`src/rtl/exc_pkg.sv`:
```
`timescale 1ns/1ps
package exc_pkg;
    localparam int XLEN      = 32;
    localparam int IRQ_N     = 5;
    localparam int CODE_W    = 4;
    localparam int REGNUM_W  = 5;
    localparam int PAIR_W    = 2;
    localparam int STK_W     = 3 * PAIR_W;
    localparam int ST_MASK_LSB = 8;
    localparam int CA_CODE_LSB = 2;
    localparam int CA_PEND_LSB = 11;

    localparam logic [REGNUM_W-1:0] RN_BADVA  = REGNUM_W'(8);
    localparam logic [REGNUM_W-1:0] RN_STATUS = REGNUM_W'(12);
    localparam logic [REGNUM_W-1:0] RN_CAUSE  = REGNUM_W'(13);
    localparam logic [REGNUM_W-1:0] RN_EPC    = REGNUM_W'(14);

    // each pair: bit 0 = interrupt enable, bit 1 = kernel/user (0 = kernel)
    typedef struct packed {
        logic [PAIR_W-1:0] old_p;
        logic [PAIR_W-1:0] prev_p;
        logic [PAIR_W-1:0] cur_p;
    } ieku_stack_t;

    typedef enum logic [1:0] {
        STK_HOLD,
        STK_PUSH,
        STK_POP,
        STK_LOAD
    } stk_op_e;

    function automatic ieku_stack_t stk_push(ieku_stack_t s);
        ieku_stack_t n;
        n.old_p  = s.prev_p;
        n.prev_p = s.cur_p;
        n.cur_p  = '0;
        return n;
    endfunction

    function automatic ieku_stack_t stk_pop(ieku_stack_t s);
        ieku_stack_t n;
        n.old_p  = s.old_p;
        n.prev_p = s.old_p;
        n.cur_p  = s.prev_p;
        return n;
    endfunction

    function automatic logic [XLEN-1:0] pack_status(ieku_stack_t s, logic [IRQ_N-1:0] m);
        logic [XLEN-1:0] w;
        w = '0;
        w[STK_W-1:0] = s;
        w[ST_MASK_LSB +: IRQ_N] = m;
        return w;
    endfunction

    function automatic logic [XLEN-1:0] pack_cause(logic [CODE_W-1:0] c, logic [IRQ_N-1:0] p);
        logic [XLEN-1:0] w;
        w = '0;
        w[CA_CODE_LSB +: CODE_W] = c;
        w[CA_PEND_LSB +: IRQ_N]  = p;
        return w;
    endfunction
endpackage

```
`src/rtl/exc_status_stack.sv`:
```
`timescale 1ns/1ps
module exc_status_stack
    import exc_pkg::*;
(
    input  logic              clk,
    input  logic              rst,
    input  stk_op_e           op,
    input  logic [STK_W-1:0]  ld_stack,
    input  logic [IRQ_N-1:0]  ld_mask,
    output ieku_stack_t       stack_q,
    output logic [IRQ_N-1:0]  mask_q
);
    always_ff @(posedge clk) begin
        if (rst) begin
            stack_q <= '0;
            mask_q  <= '0;
        end else begin
            case (op)
                STK_PUSH: stack_q <= stk_push(stack_q);
                STK_POP:  stack_q <= stk_pop(stack_q);
                STK_LOAD: begin
                    stack_q <= ieku_stack_t'(ld_stack);
                    mask_q  <= ld_mask;
                end
                default: ;
            endcase
        end
    end
endmodule

```
`src/rtl/exc_cause_unit.sv`:
```
`timescale 1ns/1ps
module exc_cause_unit
    import exc_pkg::*;
(
    input  logic              clk,
    input  logic              rst,
    input  logic              exc_req,
    input  logic [CODE_W-1:0] exc_code,
    input  logic [IRQ_N-1:0]  irq_in,
    input  logic [IRQ_N-1:0]  irq_ack,
    output logic [CODE_W-1:0] code_q,
    output logic [IRQ_N-1:0]  pend_q
);
    always_ff @(posedge clk) begin
        if (rst) begin
            code_q <= '0;
            pend_q <= '0;
        end else begin
            if (exc_req) code_q <= exc_code;
            pend_q <= (pend_q & ~irq_ack) | irq_in;
        end
    end
endmodule

```
`src/rtl/exc_capture.sv`:
```
`timescale 1ns/1ps
module exc_capture
    import exc_pkg::*;
(
    input  logic            clk,
    input  logic            rst,
    input  logic            exc_req,
    input  logic [XLEN-1:0] exc_pc,
    input  logic            addr_fault,
    input  logic [XLEN-1:0] bad_va,
    output logic [XLEN-1:0] epc_q,
    output logic [XLEN-1:0] badva_q,
    output logic            redirect_q
);
    always_ff @(posedge clk) begin
        if (rst) begin
            epc_q      <= '0;
            badva_q    <= '0;
            redirect_q <= 1'b0;
        end else begin
            redirect_q <= exc_req;
            if (exc_req) begin
                epc_q <= exc_pc;
                if (addr_fault) badva_q <= bad_va;
            end
        end
    end
endmodule

```
`src/rtl/exc_ctrl_regs.sv`:
```
`timescale 1ns/1ps
module exc_ctrl_regs
    import exc_pkg::*;
#(
    parameter logic [31:0] VECTOR_PC = 32'h8000_0080
) (
    input  logic                clk,
    input  logic                rst,
    input  logic                exc_req,
    input  logic [CODE_W-1:0]   exc_code,
    input  logic [XLEN-1:0]     exc_pc,
    input  logic                exc_addr_fault,
    input  logic [XLEN-1:0]     exc_bad_va,
    input  logic                rfe,
    input  logic [IRQ_N-1:0]    irq_in,
    input  logic [IRQ_N-1:0]    irq_ack,
    input  logic                reg_wr,
    input  logic [REGNUM_W-1:0] reg_addr,
    input  logic [XLEN-1:0]     reg_wdata,
    output logic [XLEN-1:0]     reg_rdata,
    output logic                irq_take,
    output logic                redirect_valid,
    output logic [XLEN-1:0]     redirect_pc
);
    stk_op_e           stk_op;
    ieku_stack_t       stack_q;
    logic [IRQ_N-1:0]  mask_q;
    logic [CODE_W-1:0] code_q;
    logic [IRQ_N-1:0]  pend_q;
    logic [XLEN-1:0]   epc_q;
    logic [XLEN-1:0]   badva_q;
    logic              redirect_q;

    // exception entry beats return, return beats software write
    always_comb begin
        if (exc_req)                             stk_op = STK_PUSH;
        else if (rfe)                            stk_op = STK_POP;
        else if (reg_wr && reg_addr == RN_STATUS) stk_op = STK_LOAD;
        else                                     stk_op = STK_HOLD;
    end

    exc_status_stack u_stack (
        .clk      (clk),
        .rst      (rst),
        .op       (stk_op),
        .ld_stack (reg_wdata[STK_W-1:0]),
        .ld_mask  (reg_wdata[ST_MASK_LSB +: IRQ_N]),
        .stack_q  (stack_q),
        .mask_q   (mask_q)
    );

    exc_cause_unit u_cause (
        .clk      (clk),
        .rst      (rst),
        .exc_req  (exc_req),
        .exc_code (exc_code),
        .irq_in   (irq_in),
        .irq_ack  (irq_ack),
        .code_q   (code_q),
        .pend_q   (pend_q)
    );

    exc_capture u_capture (
        .clk        (clk),
        .rst        (rst),
        .exc_req    (exc_req),
        .exc_pc     (exc_pc),
        .addr_fault (exc_addr_fault),
        .bad_va     (exc_bad_va),
        .epc_q      (epc_q),
        .badva_q    (badva_q),
        .redirect_q (redirect_q)
    );

    always_comb begin
        case (reg_addr)
            RN_BADVA:  reg_rdata = badva_q;
            RN_STATUS: reg_rdata = pack_status(stack_q, mask_q);
            RN_CAUSE:  reg_rdata = pack_cause(code_q, pend_q);
            RN_EPC:    reg_rdata = epc_q;
            default:   reg_rdata = '0;
        endcase
    end

    assign irq_take       = (|(pend_q & mask_q)) & stack_q.cur_p[0];
    assign redirect_valid = redirect_q;
    assign redirect_pc    = VECTOR_PC;
endmodule

```
`config.mk`:
```
export PLATFORM = sky130hd
export DESIGN_NAME = exc_ctrl_regs
export DESIGN_NICKNAME = d
export VERILOG_FILES = /design/src/rtl/exc_pkg.sv /design/src/rtl/exc_status_stack.sv /design/src/rtl/exc_cause_unit.sv /design/src/rtl/exc_capture.sv /design/src/rtl/exc_ctrl_regs.sv
export SDC_FILE = /design/constraint.sdc
export NUM_CORES = 1
export LEC_CHECK = 0
export BUFFER_PORTS_ARGS = -buffer_cell sky130_fd_sc_hd__buf_2
export CORE_MARGIN = 2
export CORE_UTILIZATION = 35
export CTS_CLUSTER_SIZE = 12
export DETAILED_ROUTE_END_ITERATION = 16
export GPL_TIMING_DRIVEN = 0
export PLACE_DENSITY_LB_ADDON = 0.15
export SYNTH_ARGS = -nofsm -noshare
export SYNTH_HDL_FRONTEND = slang
export SYNTH_SLANG_ARGS = --single-unit
```
`constraint.sdc`:
```
create_clock -name clk -period 1.8 [get_ports clk]
set_input_delay 0.36 -clock clk [delete_from_list [all_inputs] [get_ports clk]]
set_output_delay 0.36 -clock clk [all_outputs]
set_load 0.05 [all_outputs]
```
Word-level counts from Yosys, hierarchy flattened
Index checks and enable logic that the tools add are counted.
- bits in registers: 85
- input bits: 121
- word-level logic and storage cells: 33
- equal/unequal tests: 7
- multiplexer cells: 5
- bitwise logic cells: 6
- reductions and logical operators: 6
- operators with widths (operator ; number):
    $pmux 32 s4 ; 1
    $eq 5x4->1 const B ; 4
    $pmux 6 s3 ; 1
    $and 5x5->5 ; 2
    $mux 2 ; 3
    $not 5->5 ; 1
    $or 5x5->5 ; 1
    $reduce_or 5->1 ; 1
    $eq 2x2->1 const B ; 2
    $reduce_and 2->1 ; 2
    $reduce_bool 3->1 ; 1
    $eq 2x1->1 const B ; 1
    $reduce_bool 2->1 ; 1
    $and 1x1->1 ; 1
    $logic_and 1x1->1 ; 1
    $not 1->1 ; 1

Logic depth before layout (Yosys ltp)
Gate-level depths: netlist of run 1.
- word-level depth: 8
- mapped depth: 5
- gate-level depth less buffers: 3

Modules after synthesis
From an unflattened synthesis of run 1, not the netlist that was laid out.
- cells, all modules: 443
- area total of the unflattened synthesis: 4642.0 sq um
- modules (own cells, without submodules) (module ; times used ; cells an instance ; area an instance (sq um) ; sequential area each (sq um)):
    exc_capture ; 1 ; 251 ; 2900.3 ; 1301.2
    exc_ctrl_regs ; 1 ; 110 ; 889.6 ; 0.0
    exc_status_stack ; 1 ; 48 ; 525.5 ; 220.2
    exc_cause_unit ; 1 ; 34 ; 326.6 ; 180.2

Worst setup path before layout of run 1
No wires, ideal clock.
- kind: input to output
- start point: input reg_addr[1]
- end point: output reg_rdata[3]
- arrival: 1.495 ns
- path slack: -0.055 ns
- cell stages on the path: 4
- path through: nor4b_2 -> and2_1 -> buf_2 -> a221o_1
- longest elaborated chain between the ends: 2
- elaborated cells on any way between the ends: 5
- classes of those cells: eq/ne: 4; mux: 1
- RTL lines (what ; line ; text):
    start, declared ; exc_ctrl_regs.sv:18 ; input logic [REGNUM_W-1:0] reg_addr,
    $eq 5x4->1 ; exc_ctrl_regs.sv:76 ; case (reg_addr)
    $pmux 32 s4 (*) ; exc_ctrl_regs.sv:76 ;
    end, declared ; exc_ctrl_regs.sv:20 ; output logic [XLEN-1:0] reg_rdata,
Mark *: on every way between the ends. The rest lies on a longest branch, timed or not.

Final worst setup path of run 1
- start point: input reg_addr[1]
- end point: output reg_rdata[5]
Same word-level chain as after synthesis.

==> results of run 1 <==
layer usage:
metal  vias to the layer above  track usage [%]  part of all wire [%]
li1                       1929                -                     -
met1                      1817             26.1                    45
met2                       136             34.7                    48
met5                         -                0                     0
met3                        13             3.73                   5.7
met4                         0             6.25                   1.1
cells in the mapped netlist (9+ instances only):
cell | count | share of area, %
dfxtp_1 | 85 | 43
nand2_1 | 65 | 6.2
a21oi_1 | 46 | 5.8
nor2_1 | 46 | 4.4
mux2i_1 | 40 | 10
buf_4 | 34 | 6.4
a22o_1 | 18 | 4.0
buf_2 | 15 | 1.9
a221o_1 | 14 | 3.5
clkbuf_1 | 11 | 1.0
inv_1 | 11 | 1.0
nand3_1 | 9 | 1.1
cell families (layout without fill, tap and decap cells):
kind of cell    after synthesis  after routing
mux                          40             40
other cells                   2             32
flops                        85             85
simple gates                154            154
compound gates              101            101
buf+inv                      77            241
flip-flops by register name, summed over array words and instances (netlist names):
| name | flops |
|---|---|
| u_cause.pend_q | 5 |
| u_capture.badva_q | 32 |
| u_stack.stack_q | 6 |
| u_stack.mask_q | 5 |
| u_cause.code_q | 4 |
| u_capture.epc_q | 32 |
| u_capture.redirect_q | 1 |
layout by cell type, fill, tap and decap left out, types with 3 or more instances in the layout:
| cell | instances |
|---|---|
| buf_2 | 105 |
| dfxtp_1 | 85 |
| nand2_1 | 65 |
| buf_4 | 50 |
| a21oi_1 | 46 |
| nor2_1 | 45 |
| mux2i_1 | 40 |
| conb_1 | 32 |
| buf_8 | 27 |
| a22o_4 | 13 |
| buf_6 | 12 |
| a221o_2 | 12 |
| clkbuf_1 | 12 |
| inv_1 | 10 |
| clkbuf_16 | 10 |
| nand3_1 | 9 |
| and3_1 | 8 |
| o21ai_0 | 8 |
| nand4_1 | 7 |
| a22o_2 | 5 |
| o31ai_1 | 5 |
| a31oi_1 | 4 |
| buf_12 | 3 |
| buf_1 | 3 |
| bufinv_16 | 3 |
area by class of cell:
| cell class | instances | area (µm²) | area share, % |
|---|---|---|---|
| Buffer | 65 | 457 | 7.65 |
| Tap cell | 140 | 175 | 2.93 |
| Multi-Input combinational cell | 327 | 2080 | 34.9 |
| Clock buffer | 10 | 229 | 3.83 |
| Inverter | 11 | 41.3 | 0.692 |
| Timing Repair Buffer | 150 | 1180 | 19.8 |
| Clock inverter | 5 | 100 | 1.68 |
| Sequential cell | 85 | 1700 | 28.5 |
worst register-to-register path, cell delays in order, from the launching register on:
cell and delay (ps):
dfxtp_1 400, nor2_1 70, a221o_1 310, a21oi_1 120
what timing repair did:
item / 4_1_cts / 5_1_grt
endpoints found under the setup margin: 32 / 33
cloned: 2 / 1
buffers inserted: 10 / 4
gates resized for setup: 106 / 31
pin swaps: 8 / 14
final timing paths:
check | to | depth (start not counted) | slack [ps]
setup / recovery | reg_rdata[5] | 7 | -170
hold / removal | u_cause.pend_q[3]$_SDFF_PP0_ | 3 | 230
setup reg to reg | u_stack.stack_q[3]$_SDFFE_PP0P_ | 3 | 840
hold reg to reg | u_capture.badva_q[5]$_SDFFE_PP0P_ | 2 | 460
stage by stage:
| step | cells | setup slack, ps | setup TNS, ps | hold slack (ps) | util [%] |
|---|---|---|---|---|---|
| finish | 793 | -171 | -3290 | 231 | 54.6 |
| global route | 793 | -183 | -3920 | 233 | 54.6 |
| CTS | 789 | -176 | -2710 | 234 | 52.8 |
| detailed placement | 762 | -415 | -12290 | 451 | 45.3 |
| global placement | 762 | -395 | -11630 | 443 | 45.3 |
| floorplan | 489 | 16.3 | 0 | 436 | - |
power by group:
group          switching [mW]  leakage [nW]  internal [mW]
registers              0.0623         0.699           1.98
logic                   0.449          1.96          0.307
clock network           0.730         0.162           1.34
==> results.md, run 1 <==
- Status: finished, violations left
- Violated checks: negative setup slack
- Starting Density: 36.2%
- Crit path cell chain: buf_8, buf_6, and2b_1, and2_4, buf_12, a221o_2, buf_8
- Grt ovf: 0
- Hpwl dp: ~9000 µm
- Area after DPL: slightly below 5000 µm²
- Largest family of logic cells by synthesized area: simple AND/OR/NAND/NOR gates
- Fin crit share: 109%
- PnR worst setup slack: -171 ps
- Clk buf depth: 2
- CTS clk-pin slew, worst paths: about 60 ps
- #FFs+latches synth: 85
- Leak pwr: ~2.8 nW
- Post-route ant nets: 0
- Design Area, Final: roughly 6000 µm²
- Buffers on Ports: between 100 and 150
- Die area: around 12000 µm²
- Wire length per cell: about 16 µm
- Pwr per Cell Area: 816 nW/µm²
- Row cnt: 38
- Relative slew margins: between 50% and 60%
- Layout cell share with drive strength beyond 1: just under 40%
- RSZ-0062 raised after global routing: true
- Seq/Total Area, Yosys: a little over two fifths
- XOR/XNOR share of the synthesized area: 0%
- CTS Sinks: 85
- P&R area growth vs syn: 50.6%
- CP arrival: approximately 1600 ps
- Post-synth EDFFs: 0
- Initial antenna violation count: 0
- Class of the worst hold path: in2reg
- Fin crit period: ~2000 ps
- Total power: 4.87 mW
- TritonCTS clock tree: yes
- Nets: 770
- Worst Tran Pin Value: between 600 and 700 ps
- CP Launch Type: input port
- TritonRoute pass-1 iters: 4
- CP Capture Type: output pin
- Hold buffer count at CTS: 0
- Peak VDD IR: 0.000663 V
- Cell Area, Synth: 3960 µm²
- Vias/cell: 4.91
- Final wirelength: between 10000 and 15000 µm
- Crit path from: reg_addr[1]
- Die Y: around 110 µm
- Vias in the first global route: slightly below 4000
- I/O pins: approximately 190
- Fin. Hold Viols: 0
- Worst path bufs/invs: 4
- Worst EP required: about 1400 ps
- R2R Path Start: u_stack.stack_q[5]$_SDFFE_PP0P_
- Drt first-iter violations: 179
- N_diodes: 0
- Crit Path Class: in2out
- Ys Warns: 0
- Distinct cells, synth: 37
- Largest net degree at the start of global routing: 14
- Critical-path maximum fanout: 5
- Ys async rst share: 0%
- Area of the core: 10900 µm²
- Count of final setup violators: 30
- Min-Delay Startpoint: irq_in[3]
- Setup Skew: 2.08 ps
- Die width: roughly 110 µm
- Max-cap violations: 0
- Fill count: ~1000
- Gate Count Post-Synth: 459
- CTS buffer count: 9
- Slowest stage cell, crit path: a221o_2
- Drc violations: 0
- Final Max Slew Viols: 0
- Routability congestion estimate: 0.841
- GRT Total Usage: between 20 and 25%
- CP most frequent cell: buf_8
- Post-synthesis compound-gate area fraction: 17.2%
- Largest stage delay on the critical path: 380 ps
- Syn_area_per_cell: about 8.6 µm²
- CP top delay family: buffers and inverters
- Mux contribution to synthesized area: between 10% and 20%
- Post-synthesis adder-cell area fraction: 0%
- Commonest register cell after synthesis: dfxtp_1
- CTS H-tree lvls: 3
- First-pass GRT wire length: between 20000 and 25000 µm
- Fmax: ~510 MHz
- CTS root buf: clkbuf_16
- Vias: between 3000 and 4000
- Worst-skew pair later-pin latency: roughly 330 ps
- Synth Area in Simple Gates: roughly 18%
Note: power is estimated with default switching activity, not from simulation.
==> run 2: changes to the inputs <==
- PLACE_DENSITY: unset -> 0.61
- PLACE_DENSITY_LB_ADDON: 0.15 -> unset
==> results.md, run 2 (synthesis gave the netlist of run 1 again) <==
- Initial antenna violation count: 1
- Critical-path maximum fanout: 5
- Min-Delay Path Depth: 3
- Grt ovf: 0
- Crit path depth: 7
- Drt first-iter violations: ~170
- Worst EP required: 1440 ps
- Design Area, Final: approximately 5800 µm²
- CP most frequent cell: buf_8
- Pwr per Cell Area: slightly above 800 nW/µm²
- Slowest stage cell, crit path: a221o_2
- Vias/cell: about 4.9
- CTS Sinks: 85
- Vias: about 3900
- I/O pins: 187
- Sequential share of power: 43.8%
- Final Max Slew Viols: 0
- Die width: between 100 and 150 µm
- Crit Path Class: in2out
- Vias in the first global route: about 3900
- CTS buffer count: 9
- Reg-to-reg setup timing slack: between 800 and 900 ps
- P&R area growth vs syn: 45.1%
- Final wirelength: around 12000 µm
- Count of final setup violators: 30
- CP Launch Type: input port
- Gate power share: approximately 16%
- CTS H-tree lvls: 3
- Relative slew margins: between 50% and 60%
- R2R cell count: 3
- Fin. Hold Viols: 0
- Buffers on Ports: 133
- Placed cell count: 762
- Status: finished, violations left
- Largest stage delay on the critical path: ~360 ps
- Net Switching: ~1.3 mW
- CP Capture Type: output pin
- Class of the worst hold path: in2reg
- Setup Skew: 0.783 ps
- Row cnt: 38
- Crit path cell chain: buf_8, buf_6, and2b_1, and2_4, clkbuf_16, a221o_2, buf_8
- Largest net degree at the start of global routing: 15
- Fill count: between 1000 and 1500
- RSZ-0062 raised after global routing: true
- Leak pwr: ~2.7 nW
- Finished Layout Cells: around 790
- Crit path from: reg_addr[1]
- Min-Delay Startpoint: irq_in[3]
- Hpwl dp: slightly above 9000 µm
- Area of the core: roughly 11000 µm²
- CTS clk-pin slew, worst paths: 70 ps
- Post-route ant nets: 0
- Clk buf depth: 2
- Die Y: roughly 110 µm
- Violated checks: negative setup slack
- Fin crit share: 108%
- CTS root buf: clkbuf_16
- Most common cell after layout, fill and taps aside: buf_2
- TritonRoute pass-1 iters: 5
- Layout cell share with drive strength beyond 1: 38.9%
- Routability congestion estimate: 0.880
- Worst Tran Pin Value: around 610 ps
- Largest registers: u_capture.badva_q: 32 flops, u_capture.epc_q: 32 flops, u_stack.stack_q: 6 flops
- Die area: between 10000 and 15000 µm²
- First-pass GRT wire length: between 15000 and 20000 µm
- Hold buffer count at CTS: 0
- CP arrival: about 1600 ps
- Net Sw Frac: a little over a quarter
- Starting Density: 36.2%
- Area after DPL: a little under 5000 µm²
- Nets: ~760
- Worst path bufs/invs: 4
- Drc violations: 0
- TritonCTS clock tree: yes
- Fin crit period: 1950 ps
- P_int: ~3.4 mW
- Most frequent cells in the layout: buf_2, dfxtp_1, nand2_1, a21oi_1, nor2_1
- Peak VDD IR: 0.000456 V
- GRT Total Usage: around a fifth
- Max-cap violations: 0
- Fmax: about 510 MHz
- Clock power frac: 40.5%
- Total power: roughly 4.6 mW
- CP top delay family: buffers and inverters
- Wire length per cell: approximately 15 µm
- Worst-skew pair later-pin latency: ~330 ps
- R2R Path Start: u_stack.stack_q[0]$_SDFFE_PP0P_
- PnR worst setup slack: -152 ps
==> run 2: cell count changes in the layout (fill, tap and decap cells not counted), sizes merged <==
cell,before,now
buf,202,196
bufinv,3,1
clkinvlp,0,2
clkinv,2,1
diode,0,1
inv,11,12
==> run 2: final timing paths <==
check | to
min reg2reg | u_capture.badva_q[18]$_SDFFE_PP0P_
max | reg_rdata[8]
max reg2reg | u_stack.stack_q[2]$_SDFFE_PP0P_
min | u_cause.pend_q[3]$_SDFF_PP0_
==> run 2: through the flow <==
stage / hold WS [ps] / util (%) / setup WS [ps] / setup TNS, ps
2_1_floorplan: 436 / - / 16.3 / 0
3_3_place_gp: 441 / 45.3 / -432 / -12650
3_5_place_dp: 447 / 45.3 / -443 / -12920
4_1_cts: 232 / 51.9 / -166 / -2600
5_1_grt: 233 / 52.6 / -177 / -3760
6_report: 228 / 52.6 / -152 / -2800
==> run 2: final cells by class <==
class                   count  area [µm²]  share of cell area [%]
plain buffers              65         442                    7.68
clock buffers              11         243                    4.22
multi-input cells         327        2030                    35.2
inverters                  11        41.3                   0.718
repair buffers            143        1060                    18.5
well taps                 140         175                    3.04
diodes                      1        2.50                  0.0435
flip-flops and latches     85        1700                    29.6
clock inverters             5        58.8                    1.02
==> run 2: power by group through the flow <==
stage          clock network, mW  logic [mW]  registers (mW)
3_3_place_gp                   0       0.675            2.07
3_5_place_dp                   0       0.686            2.08
5_1_grt                     2.00       0.791            2.05
6_report                    1.88       0.732            2.04
2_1_floorplan                  0       0.479            2.06
4_1_cts                     1.90       0.725            2.04
==> run 2: worst register-to-register path: cells and delay by family (launching register included) <==
| family | cells | cell delay (ps) |
|---|---|---|
| AOI/OAI and AO/OA | 2 | 450 |
| DFF | 1 | 340 |
| buffers and inverters | 1 | 80 |
==> run 2: what timing repair did <==
item | CTS | global route
buffers inserted | 7 | 2
resized for setup | 104 | 10
pin swaps | 7 | 8
gates cloned | 0 | 1
setup endpoints to repair | 32 | 32
==> run 2: per-layer routing <==
metal	vias to the layer above	routed length, µm	part of all wire [%]	GRT usage, %
met3	15	794	6.5	4.61
met1	1805	5320	44	24.2
met5	-	0	0	0
met4	0	168	1.4	6.17
met2	139	5910	48	33.5
li1	1909	-	-	-
==> run 3: changes to the inputs <==
- PLACE_DENSITY: 0.61 -> 0.63
- clock period: 1.8 -> 1.74 ns (I/O delays scaled with it)
==> results.md, run 3 (synthesis gave the netlist of run 1 again) <==
- Status: finished, violations left
- Violated checks: negative setup slack
- Vias/cell: a little under 5
- Buffers on Ports: around 130
- FF/Latch Area: 1700 µm²
- P&R area growth vs syn: 47.9%
- Starting Density: 36.2%
- Routability congestion estimate: between 0.8 and 0.9
- Fin crit share: 110%
- CP Launch Type: input port
- Post-route ant nets: 0
- PnR worst setup slack: -180 ps
- Drt first-iter violations: 233
- CTS root buf: clkbuf_16
- Largest net degree at the start of global routing: 17
- Placed cell count: between 700 and 800
- CTS buffer count: 9
- Final wirelength: between 10000 and 15000 µm
- Count of final setup violators: 30
- GRT Total Usage: just over 20%
- Setup Skew: 0.496 ps
- RSZ-0062 raised after global routing: true
- TritonCTS clock tree: yes
- Worst Tran Pin Value: slightly above 600 ps
- Final Max Slew Viols: 0
- Wire length per cell: about 16 µm
- Hpwl dp: between 9000 and 10000 µm
- CTS H-tree lvls: 3
- Multi-input logic area: 2060 µm²
- Finished Layout Cells: ~790
- CP arrival: about 1600 ps
- Class of the worst hold path: in2reg
- Worst-skew pair later-pin latency: roughly 330 ps
- Fin. Hold Viols: 0
- Die Y: around 110 µm
- Max-cap violations: 0
- Critical-path maximum fanout: 6
- CTS Sinks: 85
- Area of the core: around 11000 µm²
- Setup TNS: -3900 ps
- Crit Path Class: in2out
- CP Capture Type: output pin
- CTS clk-pin slew, worst paths: roughly 60 ps
- Fill count: 1041
- N_diodes: 0
- First-pass GRT wire length: roughly 20000 µm
- Relative slew margins: about three fifths
- Clk buf depth: 2
- Die area: 12200 µm²
- Fmax: 521 MHz
- Die width: around 110 µm
- Largest registers: u_capture.badva_q: 32 flops, u_capture.epc_q: 32 flops, u_stack.stack_q: 6 flops
- Worst EP required: around 1400 ps
- Vias in the first global route: 3889
- Vias: between 3000 and 4000
- Leak pwr: about 2.8 nW
- Hold buffer count at CTS: 0
- Fin crit period: roughly 1900 ps
- Layout cell share with drive strength beyond 1: roughly two fifths
- I/O pins: roughly 190
- Grt ovf: 0
- Most common cell after layout, fill and taps aside: buf_2
- Most frequent cells in the layout: buf_2, dfxtp_1, nand2_1, buf_4, a21oi_1
- TritonRoute pass-1 iters: 5
- Pwr per Cell Area: slightly above 800 nW/µm²
- Initial antenna violation count: 0
- Drc violations: 0
- Row cnt: 38
- Nets: 769
- Peak VDD IR: 0.000441 V
run 3: where the power goes:
part / switching, mW / internal (mW) / total, mW
registers: 0.0652 / 2.05 / 2.11
clock network: 0.831 / 1.13 / 1.96
logic: 0.465 / 0.311 / 0.776
total: 1.36 / 3.49 / 4.85
run 3: final timing paths:
path,cells past startpoint,slack (ps),end,startpoint
max,7,-180,reg_rdata[5],reg_addr[1]
min,3,220,u_cause.pend_q[3]$_SDFF_PP0_,irq_in[3]
max reg2reg,3,740,u_stack.stack_q[2]$_SDFFE_PP0P_,u_stack.stack_q[0]$_SDFFE_PP0P_
min reg2reg,2,460,u_capture.badva_q[17]$_SDFFE_PP0P_,u_capture.badva_q[17]$_SDFFE_PP0P_
run 3: worst max-delay path, cell delays in order:
cell and delay, ps:
buf_8 100, buf_6 110, and2b_1 160, and2_4 170
buf_12 140, a221o_2 380, buf_8 160
run 3: routing by layer:
metal	global-route usage, %	part of all wire, %
met1	25.5	43
met2	34.8	49
met3	4.56	6.4
met4	6.83	2.0
met5	0	0
run 3: timing repair:
item,4_1_cts,5_1_grt
endpoints found under the setup margin,32,33
pin swaps,9,13
buffers inserted,13,5
cloned,3,0
gates resized for setup,115,19
run 3: stage by stage:
stage	hold slack [ps]	area [µm²]	util (%)	setup WS, ps	total power [mW]
floorplan	436	4120	-	-11.3	2.63
global placement	442	4960	45.3	-495	2.84
detailed placement	449	4960	45.3	-492	2.86
CTS	213	5850	53.5	-212	4.87
global route	214	5860	53.6	-217	5.04
finish	217	5860	53.6	-180	4.85
run 3: cell type report:
type,count,area share [%]
plain buffers,63,7.34
flip-flops and latches,85,29.0
well taps,140,2.99
clock buffers,9,3.84
repair buffers,151,19.6
clock inverters,7,1.37
inverters,11,0.704
multi-input cells,327,35.1
